File: src/rtl/adc_cal_pkg.sv
package adc_cal_pkg;

  typedef enum logic [1:0] {
    ST_IDLE = 2'd0,
    ST_PEND = 2'd1,
    ST_RUN  = 2'd2
  } cal_state_t;

  localparam logic [2:0] MODE_IDLE   = 3'b000;
  localparam logic [2:0] MODE_SYS_ZS = 3'b110;
  localparam logic [2:0] MODE_SYS_FS = 3'b111;

  // code that represents zero input: bottom for unipolar, midpoint for bipolar
  function automatic logic [31:0] zero_point(input logic bip, input int unsigned width);
    return bip ? (32'd1 << (width - 1)) : 32'd0;
  endfunction

  // largest accepted span: nominal range plus five percent
  function automatic logic [31:0] fs_ceiling(input logic [31:0] base, input logic [1:0] rng);
    logic [31:0] nominal;
    nominal = base << rng;
    return (nominal * 32'd21) / 32'd20;
  endfunction

  // number of output-rate periods a calibration lasts
  function automatic int unsigned cal_len(input logic chop, input int unsigned chop_len,
                                          input int unsigned plain_len);
    return chop ? chop_len : plain_len;
  endfunction

endpackage

File: src/rtl/cal_mode_dec.sv
module cal_mode_dec
  import adc_cal_pkg::*;
(
  input  logic       mode_wr,
  input  logic [2:0] mode_in,
  input  logic       busy,
  input  logic       sel_valid,
  output logic       start_zs,
  output logic       start_fs,
  output logic       fs_reject,
  output logic       plain_wr
);

  logic accept;
  logic is_zs;
  logic is_fs;

  assign accept    = mode_wr && !busy;
  assign is_zs     = (mode_in == MODE_SYS_ZS);
  assign is_fs     = (mode_in == MODE_SYS_FS);
  assign start_zs  = accept && is_zs;
  assign start_fs  = accept && is_fs && sel_valid;
  assign fs_reject = accept && is_fs && !sel_valid;
  assign plain_wr  = accept && !is_zs && !is_fs;

endmodule

File: src/rtl/cal_ctrl.sv
module cal_ctrl
  import adc_cal_pkg::*;
#(
  parameter int unsigned CHOP_LEN  = 22,
  parameter int unsigned PLAIN_LEN = 24,
  localparam int unsigned MAX_LEN  = (CHOP_LEN > PLAIN_LEN) ? CHOP_LEN : PLAIN_LEN,
  localparam int unsigned CNT_W    = $clog2(MAX_LEN + 1)
) (
  input  logic clk,
  input  logic rst_n,
  input  logic start,
  input  logic chop_en,
  input  logic mod_tick,
  input  logic rate_tick,
  output logic busy,
  output logic running,
  output logic done_evt
);

  cal_state_t       state_q;
  logic [CNT_W-1:0] cnt_q;
  logic [CNT_W-1:0] len_q;
  logic             rise_evt;

  assign busy     = (state_q != ST_IDLE);
  assign running  = (state_q == ST_RUN);
  assign rise_evt = (state_q == ST_PEND) && mod_tick;
  assign done_evt = running && rate_tick && (cnt_q == len_q - CNT_W'(1));

  always_ff @(posedge clk) begin
    if (!rst_n) begin
      state_q <= ST_IDLE;
      cnt_q   <= '0;
      len_q   <= '0;
    end else begin
      unique case (state_q)
        ST_IDLE: if (start) begin
          state_q <= ST_PEND;
          len_q   <= CNT_W'(cal_len(chop_en, CHOP_LEN, PLAIN_LEN));
          cnt_q   <= '0;
        end
        ST_PEND: if (rise_evt) begin
          state_q <= ST_RUN;
          cnt_q   <= '0;
        end
        ST_RUN: if (done_evt) begin
          state_q <= ST_IDLE;
        end else if (rate_tick) begin
          cnt_q <= cnt_q + CNT_W'(1);
        end
        default: state_q <= ST_IDLE;
      endcase
    end
  end


  ready_lag_chk: assert property (@(posedge clk) disable iff (!rst_n)
    $rose(running) |-> $past(mod_tick));


  cnt_bound_chk: assert property (@(posedge clk) disable iff (!rst_n)
    running |-> (cnt_q < len_q));


  no_restart_chk: assert property (@(posedge clk) disable iff (!rst_n)
    start |-> !busy);

endmodule

File: src/rtl/cal_coef_bank.sv
module cal_coef_bank #(
  parameter int unsigned NUM_CH = 4,
  parameter int unsigned DATA_W = 24,
  localparam int unsigned CH_W  = (NUM_CH > 1) ? $clog2(NUM_CH) : 1
) (
  input  logic                     clk,
  input  logic                     rst_n,
  input  logic                     off_we,
  input  logic                     gain_we,
  input  logic [CH_W-1:0]          wr_ch,
  input  logic [DATA_W-1:0]        off_wdata,
  input  logic [DATA_W-1:0]        gain_wdata,
  input  logic [CH_W-1:0]          rd_ch,
  output logic [DATA_W-1:0]        rd_offset,
  output logic                     rd_valid,
  output logic [NUM_CH-1:0]        valid,
  output logic [NUM_CH*DATA_W-1:0] offset_flat,
  output logic [NUM_CH*DATA_W-1:0] gain_flat
);

  logic [DATA_W-1:0] off_q  [NUM_CH];
  logic [DATA_W-1:0] gain_q [NUM_CH];
  logic [NUM_CH-1:0] valid_q;

  for (genvar c = 0; c < NUM_CH; c++) begin : g_ch
    logic hit;
    assign hit = (wr_ch == CH_W'(c));
    always_ff @(posedge clk) begin
      if (!rst_n) begin
        off_q[c]   <= '0;
        gain_q[c]  <= '0;
        valid_q[c] <= 1'b0;
      end else begin
        if (off_we && hit) begin
          off_q[c]   <= off_wdata;
          valid_q[c] <= 1'b1;
        end
        if (gain_we && hit) gain_q[c] <= gain_wdata;
      end
    end
    assign offset_flat[c*DATA_W +: DATA_W] = off_q[c];
    assign gain_flat[c*DATA_W +: DATA_W]   = gain_q[c];
  end

  assign valid     = valid_q;
  assign rd_offset = off_q[rd_ch];
  assign rd_valid  = valid_q[rd_ch];


  one_kind_chk: assert property (@(posedge clk) disable iff (!rst_n)
    !(off_we && gain_we));


  gain_needs_valid_chk: assert property (@(posedge clk) disable iff (!rst_n)
    gain_we |-> valid_q[wr_ch]);

endmodule

File: src/rtl/adc_cal_seq.sv
module adc_cal_seq
  import adc_cal_pkg::*;
#(
  parameter int unsigned NUM_CH    = 4,
  parameter int unsigned DATA_W    = 24,
  parameter int unsigned CHOP_LEN  = 22,
  parameter int unsigned PLAIN_LEN = 24,
  parameter int unsigned FS_BASE   = 10000,
  localparam int unsigned CH_W     = (NUM_CH > 1) ? $clog2(NUM_CH) : 1
) (
  input  logic                     clk,
  input  logic                     rst_n,
  input  logic                     mode_wr,
  input  logic [2:0]               mode_in,
  input  logic [CH_W-1:0]          ch_sel,
  input  logic                     chop_en,
  input  logic                     bipolar,
  input  logic [1:0]               range_sel,
  input  logic                     mod_tick,
  input  logic                     rate_tick,
  input  logic [DATA_W-1:0]        result,
  output logic                     ready,
  output logic [2:0]               mode_out,
  output logic                     cal_err,
  output logic [NUM_CH-1:0]        offset_valid,
  output logic [NUM_CH*DATA_W-1:0] offset_flat,
  output logic [NUM_CH*DATA_W-1:0] gain_flat
);

  logic              start_zs, start_fs, fs_reject, plain_wr;
  logic              busy, running, done_evt;
  logic              sel_valid, rd_valid;
  logic [CH_W-1:0]   ch_q;
  logic              kind_fs_q, bip_q;
  logic [1:0]        rng_q;
  logic [2:0]        mode_q;
  logic              err_q;
  logic [DATA_W-1:0] cur_offset, span, off_wdata;
  logic              span_ok, off_we, gain_we, fs_over;
  logic [CH_W-1:0]   rd_ch;

  // while idle look at the channel being written, otherwise the latched one
  assign rd_ch = busy ? ch_q : ch_sel;

  cal_mode_dec u_dec (
    .mode_wr  (mode_wr),
    .mode_in  (mode_in),
    .busy     (busy),
    .sel_valid(sel_valid),
    .start_zs (start_zs),
    .start_fs (start_fs),
    .fs_reject(fs_reject),
    .plain_wr (plain_wr)
  );

  cal_ctrl #(.CHOP_LEN(CHOP_LEN), .PLAIN_LEN(PLAIN_LEN)) u_ctrl (
    .clk      (clk),
    .rst_n    (rst_n),
    .start    (start_zs || start_fs),
    .chop_en  (chop_en),
    .mod_tick (mod_tick),
    .rate_tick(rate_tick),
    .busy     (busy),
    .running  (running),
    .done_evt (done_evt)
  );

  assign span      = result - cur_offset;
  assign span_ok   = (32'(span) <= fs_ceiling(32'(FS_BASE), rng_q));
  assign off_wdata = result - DATA_W'(zero_point(bip_q, DATA_W));
  assign off_we    = done_evt && !kind_fs_q;
  assign gain_we   = done_evt && kind_fs_q && span_ok;
  assign fs_over   = done_evt && kind_fs_q && !span_ok;
  assign sel_valid = rd_valid;

  cal_coef_bank #(.NUM_CH(NUM_CH), .DATA_W(DATA_W)) u_bank (
    .clk        (clk),
    .rst_n      (rst_n),
    .off_we     (off_we),
    .gain_we    (gain_we),
    .wr_ch      (ch_q),
    .off_wdata  (off_wdata),
    .gain_wdata (span),
    .rd_ch      (rd_ch),
    .rd_offset  (cur_offset),
    .rd_valid   (rd_valid),
    .valid      (offset_valid),
    .offset_flat(offset_flat),
    .gain_flat  (gain_flat)
  );

  always_ff @(posedge clk) begin
    if (!rst_n) begin
      ch_q      <= '0;
      kind_fs_q <= 1'b0;
      bip_q     <= 1'b0;
      rng_q     <= '0;
      mode_q    <= MODE_IDLE;
      err_q     <= 1'b0;
    end else begin
      if (start_zs || start_fs) begin
        ch_q      <= ch_sel;
        kind_fs_q <= start_fs;
        bip_q     <= bipolar;
        rng_q     <= range_sel;
        mode_q    <= mode_in;
      end else if (plain_wr) begin
        mode_q <= mode_in;
      end else if (fs_reject || done_evt) begin
        mode_q <= MODE_IDLE;
      end
      if (fs_reject || fs_over) err_q <= 1'b1;
    end
  end

  assign ready    = running;
  assign mode_out = mode_q;
  assign cal_err  = err_q;


  ready_mode_chk: assert property (@(posedge clk) disable iff (!rst_n)
    ready |-> (mode_out[2:1] == 2'b11));


  idle_after_cal_chk: assert property (@(posedge clk) disable iff (!rst_n)
    $fell(ready) |-> (mode_out == MODE_IDLE));


  reject_quiet_chk: assert property (@(posedge clk) disable iff (!rst_n)
    fs_reject |=> (!ready && mode_out == MODE_IDLE && cal_err));


  err_sticky_chk: assert property (@(posedge clk) disable iff (!rst_n)
    cal_err |=> cal_err);


  busy_hold_chk: assert property (@(posedge clk) disable iff (!rst_n)
    (busy && !done_evt) |=> $stable(mode_out));

endmodule

File: config.mk
export PLATFORM = sky130hd
export DESIGN_NAME = adc_cal_seq
export DESIGN_NICKNAME = d
export VERILOG_FILES = /design/src/rtl/adc_cal_pkg.sv /design/src/rtl/cal_mode_dec.sv /design/src/rtl/cal_ctrl.sv /design/src/rtl/cal_coef_bank.sv /design/src/rtl/adc_cal_seq.sv
export SDC_FILE = /design/constraint.sdc
export NUM_CORES = 1
export LEC_CHECK = 0
export BUFFER_PORTS_ARGS = -buffer_cell sky130_fd_sc_hd__buf_2
export CAP_MARGIN = 20
export CORE_ASPECT_RATIO = 2
export CORE_MARGIN = 5
export CORE_UTILIZATION = 25
export CTS_CLUSTER_DIAMETER = 120
export CTS_CLUSTER_SIZE = 20
export DETAILED_ROUTE_END_ITERATION = 10
export HOLD_SLACK_MARGIN = 0.02
export PLACE_DENSITY_LB_ADDON = 0.05
export SYNTH_ARGS = -nofsm -noshare
export SYNTH_HDL_FRONTEND = slang
export SYNTH_SLANG_ARGS = --single-unit
File: constraint.sdc
create_clock -name clk -period 8.7 [get_ports clk]
set_clock_uncertainty 0.1 [all_clocks]
set_input_delay 0.87 -clock clk [delete_from_list [all_inputs] [get_ports clk]]
set_output_delay 0.87 -clock clk [all_outputs]
set_load 0.01 [all_outputs]
==> results of run 1 <==
-- worst register-to-register path, cell delays in order (launching register included) --
cell and delay (ps):
dfxtp_1 400, nor2_1 290, mux2i_4 530, buf_4 330, mux4_2 550, inv_1 80, ha_1 260, o21ai_0 90
nor2_1 90, o41ai_1 560, a21boi_0 390, a31oi_1 330, xor2_1 190, buf_4 180, inv_1 50, ha_1 200
or4_1 470, a221o_1 280, o31ai_1 410, o211ai_1 180, a211oi_2 170, nand4b_1 120, buf_4 250, o31ai_4 260
buf_4 360
-- per-stage QoR --
step	setup WS (ps)	instances	hold slack, ps	total power [mW]	utilization [%]
2_1_floorplan	286	1005	362	1.51	-
3_3_place_gp	1040	1791	364	1.77	29.7
3_5_place_dp	800	1791	372	1.77	29.7
4_1_cts	963	1815	394	2.51	30.7
5_1_grt	563	1815	415	2.59	30.7
6_report	1210	1815	394	2.45	30.7
-- metal layers --
layer / GRT usage, % / vias to the layer above
met1: 20.3 / 4155
met3: 3.49 / 26
met5: 0 / -
met2: 25.8 / 270
met4: 2.72 / 0
li1: - / 4104
-- flip-flops by register name, summed over array words and instances, names as in the netlist --
| signal | flops |
|---|---|
| u_bank.valid | 4 |
| u_ctrl.cnt_q | 5 |
| u_bank.gain_q | 96 |
| u_ctrl.state_q | 2 |
| u_bank.off_q | 96 |
| bip_q | 1 |
| cal_err | 1 |
| u_ctrl.len_q | 3 |
| ch_q | 2 |
| rng_q | 2 |
| mode_out | 3 |
| kind_fs_q | 1 |
-- logic make-up after synthesis --
group,after synthesis
AND/OR/NAND/NOR,379
multiplexers,40
buffers and inverters,119
XOR/XNOR,29
adder cells (fa/ha/maj),62
other,1
flip-flops,216
AO/OA/AOI/OAI,140
-- layout make-up --
class,count,share of cell area [%]
clock buffer,23,2.90
inverter,69,1.85
tap,565,5.06
clock inverter,1,0.215
sequential,216,44.7
timing repair buffer,271,10.3
multi-input combinational,670,35.0
-- placed cells by master, fill, tap and decap left out, types with 6 or more instances in the layout --
master and instances:
nor2_1 68, or3_1 6, clkbuf_1 8, mux4_2 24, a21o_1 9, buf_2 238, inv_1 69, edfxtp_1 192
ha_1 61, dfxtp_1 24, a21oi_1 34, o21a_1 13, nand3_1 12, or2_2 9, nor2b_1 7, a31oi_1 9
xor2_1 11, clkbuf_16 15, nand4_1 10, mux2i_1 14, and2_1 95, nand2_1 40, xnor2_1 18, o21ai_0 27
nor3_1 69, conb_1 20, nand2b_1 11, buf_4 33, nor4_1 23
-- where the power goes --
part	switching [mW]	total [mW]	internal, mW
clock	0.371	0.724	0.353
sequential	0.0234	1.19	1.17
combinational	0.335	0.533	0.198
total	0.730	2.45	1.72
-- Yosys cell counts (all sizes together) (5+ instances only) --
cell	instances	area [um2]
clkbuf	34	128
a32oi	5	43.8
edfxtp	192	5770
a21o	9	67.6
nand2b	11	68.8
or2	9	56.3
xor2	11	96.3
or3	6	37.5
nand2	42	158
mux2i	15	163
nand4	11	75.1
nor3	71	355
and3	5	31.3
nor4	24	156
o21ai	29	145
a21oi	34	170
mux4	24	541
dfxtp	24	480
buf	16	92.6
xnor2	18	158
o31ai	6	45.0
nor2b	7	43.8
nor2	68	255
ha	61	763
and2	95	594
o21a	13	97.6
nand3	12	60.1
inv	69	259
a211oi	6	50.1
a31oi	9	56.3
-- path summary, 6_finish.rpt --
check / from / end / slack (ps) / cells after the start
worst max-delay path: u_ctrl.state_q[1] / u_bank.gain_q[0][23] / 1210 / 24
worst min-delay path: u_bank.valid[3] / u_bank.valid[3] / 390 / 1
worst max register to register: u_ctrl.state_q[1] / u_bank.gain_q[0][23] / 1210 / 24
worst min register to register: u_bank.valid[3] / u_bank.valid[3] / 390 / 1
==> metrics.txt, run 1 <==
Worst-Margin Slew=881 ps; mux cell area share after synthesis=6.23%; Overflow after GRT=0; routed wire length=39.4 mm; slowest library cell on the worst path=mux4_2; PortBufs=238; routed wl met2=18.8 mm; final worst-path cycle share=86.1%; Bufs on Longest Clock Path=3; Setup crit start kind=register; area grow syn2layout=21.9%; clk root buf=clkbuf_16; GRT Total Usage=15.3%; largest net degree at the start of global routing=60; WS Path Type=reg2reg; EDFF count, synth=192; vias per inst=4.71; critical path's most frequent cell=buf_4; routed wire length per instance=21.7 um; antenna violations before repair=0; XOR/XNOR share of the synthesized area=2.22%; Antenna diodes=0; CTS tree=yes; die area=50500 um2; RSZ-0062 raised after global routing=no; Post-DP Area=13500 um2; Pwr per Cell Area=175 nW/um2; final hold vios=0; Clock Latency Late Sink=510 ps; Post-Syn Area=11500 um2; clk sinks=216; filler cell count=4726; Post-Synth Adder-Cell Area=6.83%; max-cap viol count=0; crit-path max FO=24; drt first pass iters=4; highest metal used=met4; largest family of logic cells by synthesized area=simple AND/OR/NAND/NOR gates; Multi-input gate area=4880 um2; compound-gate portion of the synthesized area=8.10%; Max Slew Vio Count=0; most frequently used flop master after synthesis=edfxtp_1; residual DRC count=0; vias in the first global route=8865; sequential element share of the synthesized area=54.5%; Period minus WS final=7490 ps; Unique masters post-synth=67; routed vias=8555; run status=complete, no violations; Storage cell area=6250 um2; DRT antenna net count=0; DR WL met3=2.68 mm; fraction of layout cells with a size suffix above 1=27.2%; CP required=8760 ps; Yosys warning total=0; Horiz. Die Dim=161 um; met1 WL=17.4 mm; crit-path cells=nor2_1 -> mux2i_4 -> buf_4 -> mux4_2 -> inv_1 -> ha_1 -> o21ai_0 -> nor2_1 -> o41ai_1 -> a21boi_0 -> a31oi_1 -> xor2_1 -> buf_4 -> inv_1 -> ha_1 -> or4_1 -> a221o_1 -> o31ai_1 -> o211ai_1 -> a211oi_2 -> nand4b_1 -> buf_4 -> o31ai_4 -> buf_4; flops & latches, synth=216; RD Place Congestion=0.793; IO Count=239; Leak=5.62 nW; final instance area=14000 um2; crit end category=register; Initial DRC Count=381; core area=45600 um2; Peak VDD IR=0.128 mV; total CTS buffers=14; setup TNS=0 ps; num rows=111; CTS clk-pin slew, worst paths=90 ps; CTS Hold Bufs=0; Max stage delay on crit path=550 ps; HPWL Detailed=29.6 mm; f_max=0.133 GHz; CP arrival=7550 ps; CTS H-Tree Depth=1; Synth async-reset ratio=0%; Synth Area in Simple Gates=17.9%; synthesized area per cell=11.6 um2; Max-slew headroom=41.2%; synthesized instance count=986; WP buf/inv=6; Starting Density=25.2%; nets@finish=1342; first-pass GRT wire length=59.2 mm; Die Ht=313 um; CTS resizes=0; post-CTS setup buffer count=0; final setup fails=0; Hold Crit Class=reg2reg; CP delay by family, top=compound AO/OA/AOI/OAI gates
Note: power is estimated with default switching activity, not from simulation.
==> run 2: changes to the inputs <==
CORE_UTILIZATION = 44   (was 25)
TNS_END_PERCENT = 100   (was default)
==> run 2 against run 1 <==
Against the previous run: utilization is 22 points higher; flip-flop and latch count stayed put; global-route usage is 6.7 points higher; register-to-register slack worse by 410 ps; maximum frequency is 5.2% lower; via count is 1.5% lower; sequential share of layout area is 1.3 points higher; hold slack worse by 9.2 ps; largest cell class unchanged.
==> metrics.txt, run 2 (synthesized netlist as in run 1, its figures left out) <==
run status=complete, no violations; routed wire length=32.7 mm; crit-path cells=nor2_1 -> mux2i_4 -> buf_4 -> mux4_2 -> inv_1 -> ha_1 -> or3_1 -> nand3_1 -> o21bai_1 -> a31oi_1 -> o21a_1 -> xnor2_1 -> inv_1 -> ha_1 -> or4_1 -> a221o_1 -> o31ai_1 -> o211ai_1 -> a211oi_2 -> nand4b_1 -> o31ai_4 -> buf_4; WHS Endpoint=u_bank.valid[1]; clk root buf=clkbuf_16; RD Place Congestion=0.922; internal power=1.69 mW; RSZ-0062 raised after global routing=no; Bufs on Longest Clock Path=3; core area=25700 um2; top flop regs=u_bank.gain_q (96), u_bank.off_q (96), u_ctrl.cnt_q (5); Sequential Power Share=50.6%; CP delay by family, top=compound AO/OA/AOI/OAI gates; fraction of layout cells with a size suffix above 1=26.2%; Die Ht=238 um; switching power=0.655 mW; Max Slew Vio Count=0; Period minus WS final=7900 ps; PortBufs=238; max-cap viol count=0; Worst R2R Path Depth=22; CP required=8760 ps; slowest library cell on the worst path=nand4b_1; vias in the first global route=8886; RR Startpoint=u_ctrl.state_q[1]; Overflow after GRT=0; Peak VDD IR=0.180 mV; WP buf/inv=4; Clk pwr share=28.9%; vias per inst=5.36; overall power=2.35 mW; IO Count=239; Max stage delay on crit path=610 ps; first-pass GRT wire length=49.8 mm; Post-DP Area=13200 um2; Hold Crit Class=reg2reg; routed vias=8428; R2R setup slack=800 ps; WS Path Type=reg2reg; Horiz. Die Dim=124 um; nets@finish=1327; largest net degree at the start of global routing=41; final hold vios=0; antenna violations before repair=0; routed wire length per instance=20.8 um; Setup crit start kind=register; clk sinks=216; Worst-Margin Slew=996 ps; CTS resizes=0; Gate power share=20.5%; drt first pass iters=5; crit-path max FO=22; total CTS buffers=14; most frequent cells in the layout=buf_2 (238), edfxtp_1 (192), and2_1 (95); HPWL Detailed=25.2 mm; DRT antenna net count=0; CTS tree=yes; GRT Total Usage=22.0%; Max-slew headroom=33.6%; Hold Startpoint=u_bank.valid[1]; setup TNS=0 ps; crit end category=register; Starting Density=44.7%; post-CTS setup buffer count=0; Leak=5.54 nW; most common cell after layout, fill and taps aside=buf_2; final instance area=13600 um2; final worst-path cycle share=90.8%; CTS H-Tree Depth=1; num rows=83; Pwr per Cell Area=173 nW/um2; CP arrival=7960 ps; hold path depth=1; CTS Hold Bufs=0; residual DRC count=0; die area=29600 um2; FF-to-FF End=u_bank.gain_q[0][19]; area grow syn2layout=18.5%; final setup fails=0; Clock Latency Late Sink=490 ps; Initial DRC Count=431; CTS clk-pin slew, worst paths=90 ps; Net Sw Frac=27.9%; f_max=0.127 GHz
## run 2: cell types whose count changed in the layout (fill, tap and decap cells not counted), moves of 2 or more
cell / change
nor3_2: -2
nand2_1: +2
o21ai_4: +2
buf_4: -15
nor3_4: +2
nand2_2: -2
o21ai_2: -2
clkbuf_1: -4
## run 2: metrics by stage
stage               std cells  hold slack, ps  setup WS (ps)  util (%)
finish                   1572             385            796      53.0
global placement         1551             359            597      51.3
detailed placement       1551             363            520      51.3
floorplan                1005             362            286         -
global route             1571             418            340      53.0
CTS                      1571             382            650      53.0
## run 2: layer usage
metal	up-vias	track usage, %	routed length (um)
met4	0	6.18	770
met5	-	0	0
met3	47	3.11	1550
li1	4066	-	-
met1	4086	23.2	11400
met2	229	43.8	18900
## run 2: worst max path at each step
stage,start,slack (ps),endpoint,cells after the start
floorplan,ch_sel[0],290,u_bank.gain_q[2][0],23
detailed placement,ch_sel[0],520,u_bank.gain_q[0][16],22
finish,u_ctrl.state_q[1],800,u_bank.gain_q[0][19],22
global route,u_ctrl.state_q[1],340,u_bank.gain_q[0][22],22
global placement,ch_sel[0],600,u_bank.gain_q[2][12],22
CTS,u_ctrl.state_q[1],650,u_bank.gain_q[0][19],22
## run 2: cell type report
type,count,area [um2]
repair buffers,256,1330
clock inverters,1,30.0
clock buffers,19,390
inverters,69,259
flip-flops and latches,216,6250
diodes,1,2.50
fillers,2351,12100
well taps,340,425
multi-input cells,670,4910
## run 2: power by group through the flow
stage | registers, mW | logic (mW) | clock network (mW)
6_report | 1.19 | 0.480 | 0.678
3_5_place_dp | 1.21 | 0.483 | 0
5_1_grt | 1.19 | 0.531 | 0.739
4_1_cts | 1.19 | 0.485 | 0.700
2_1_floorplan | 1.23 | 0.276 | 0
3_3_place_gp | 1.21 | 0.480 | 0
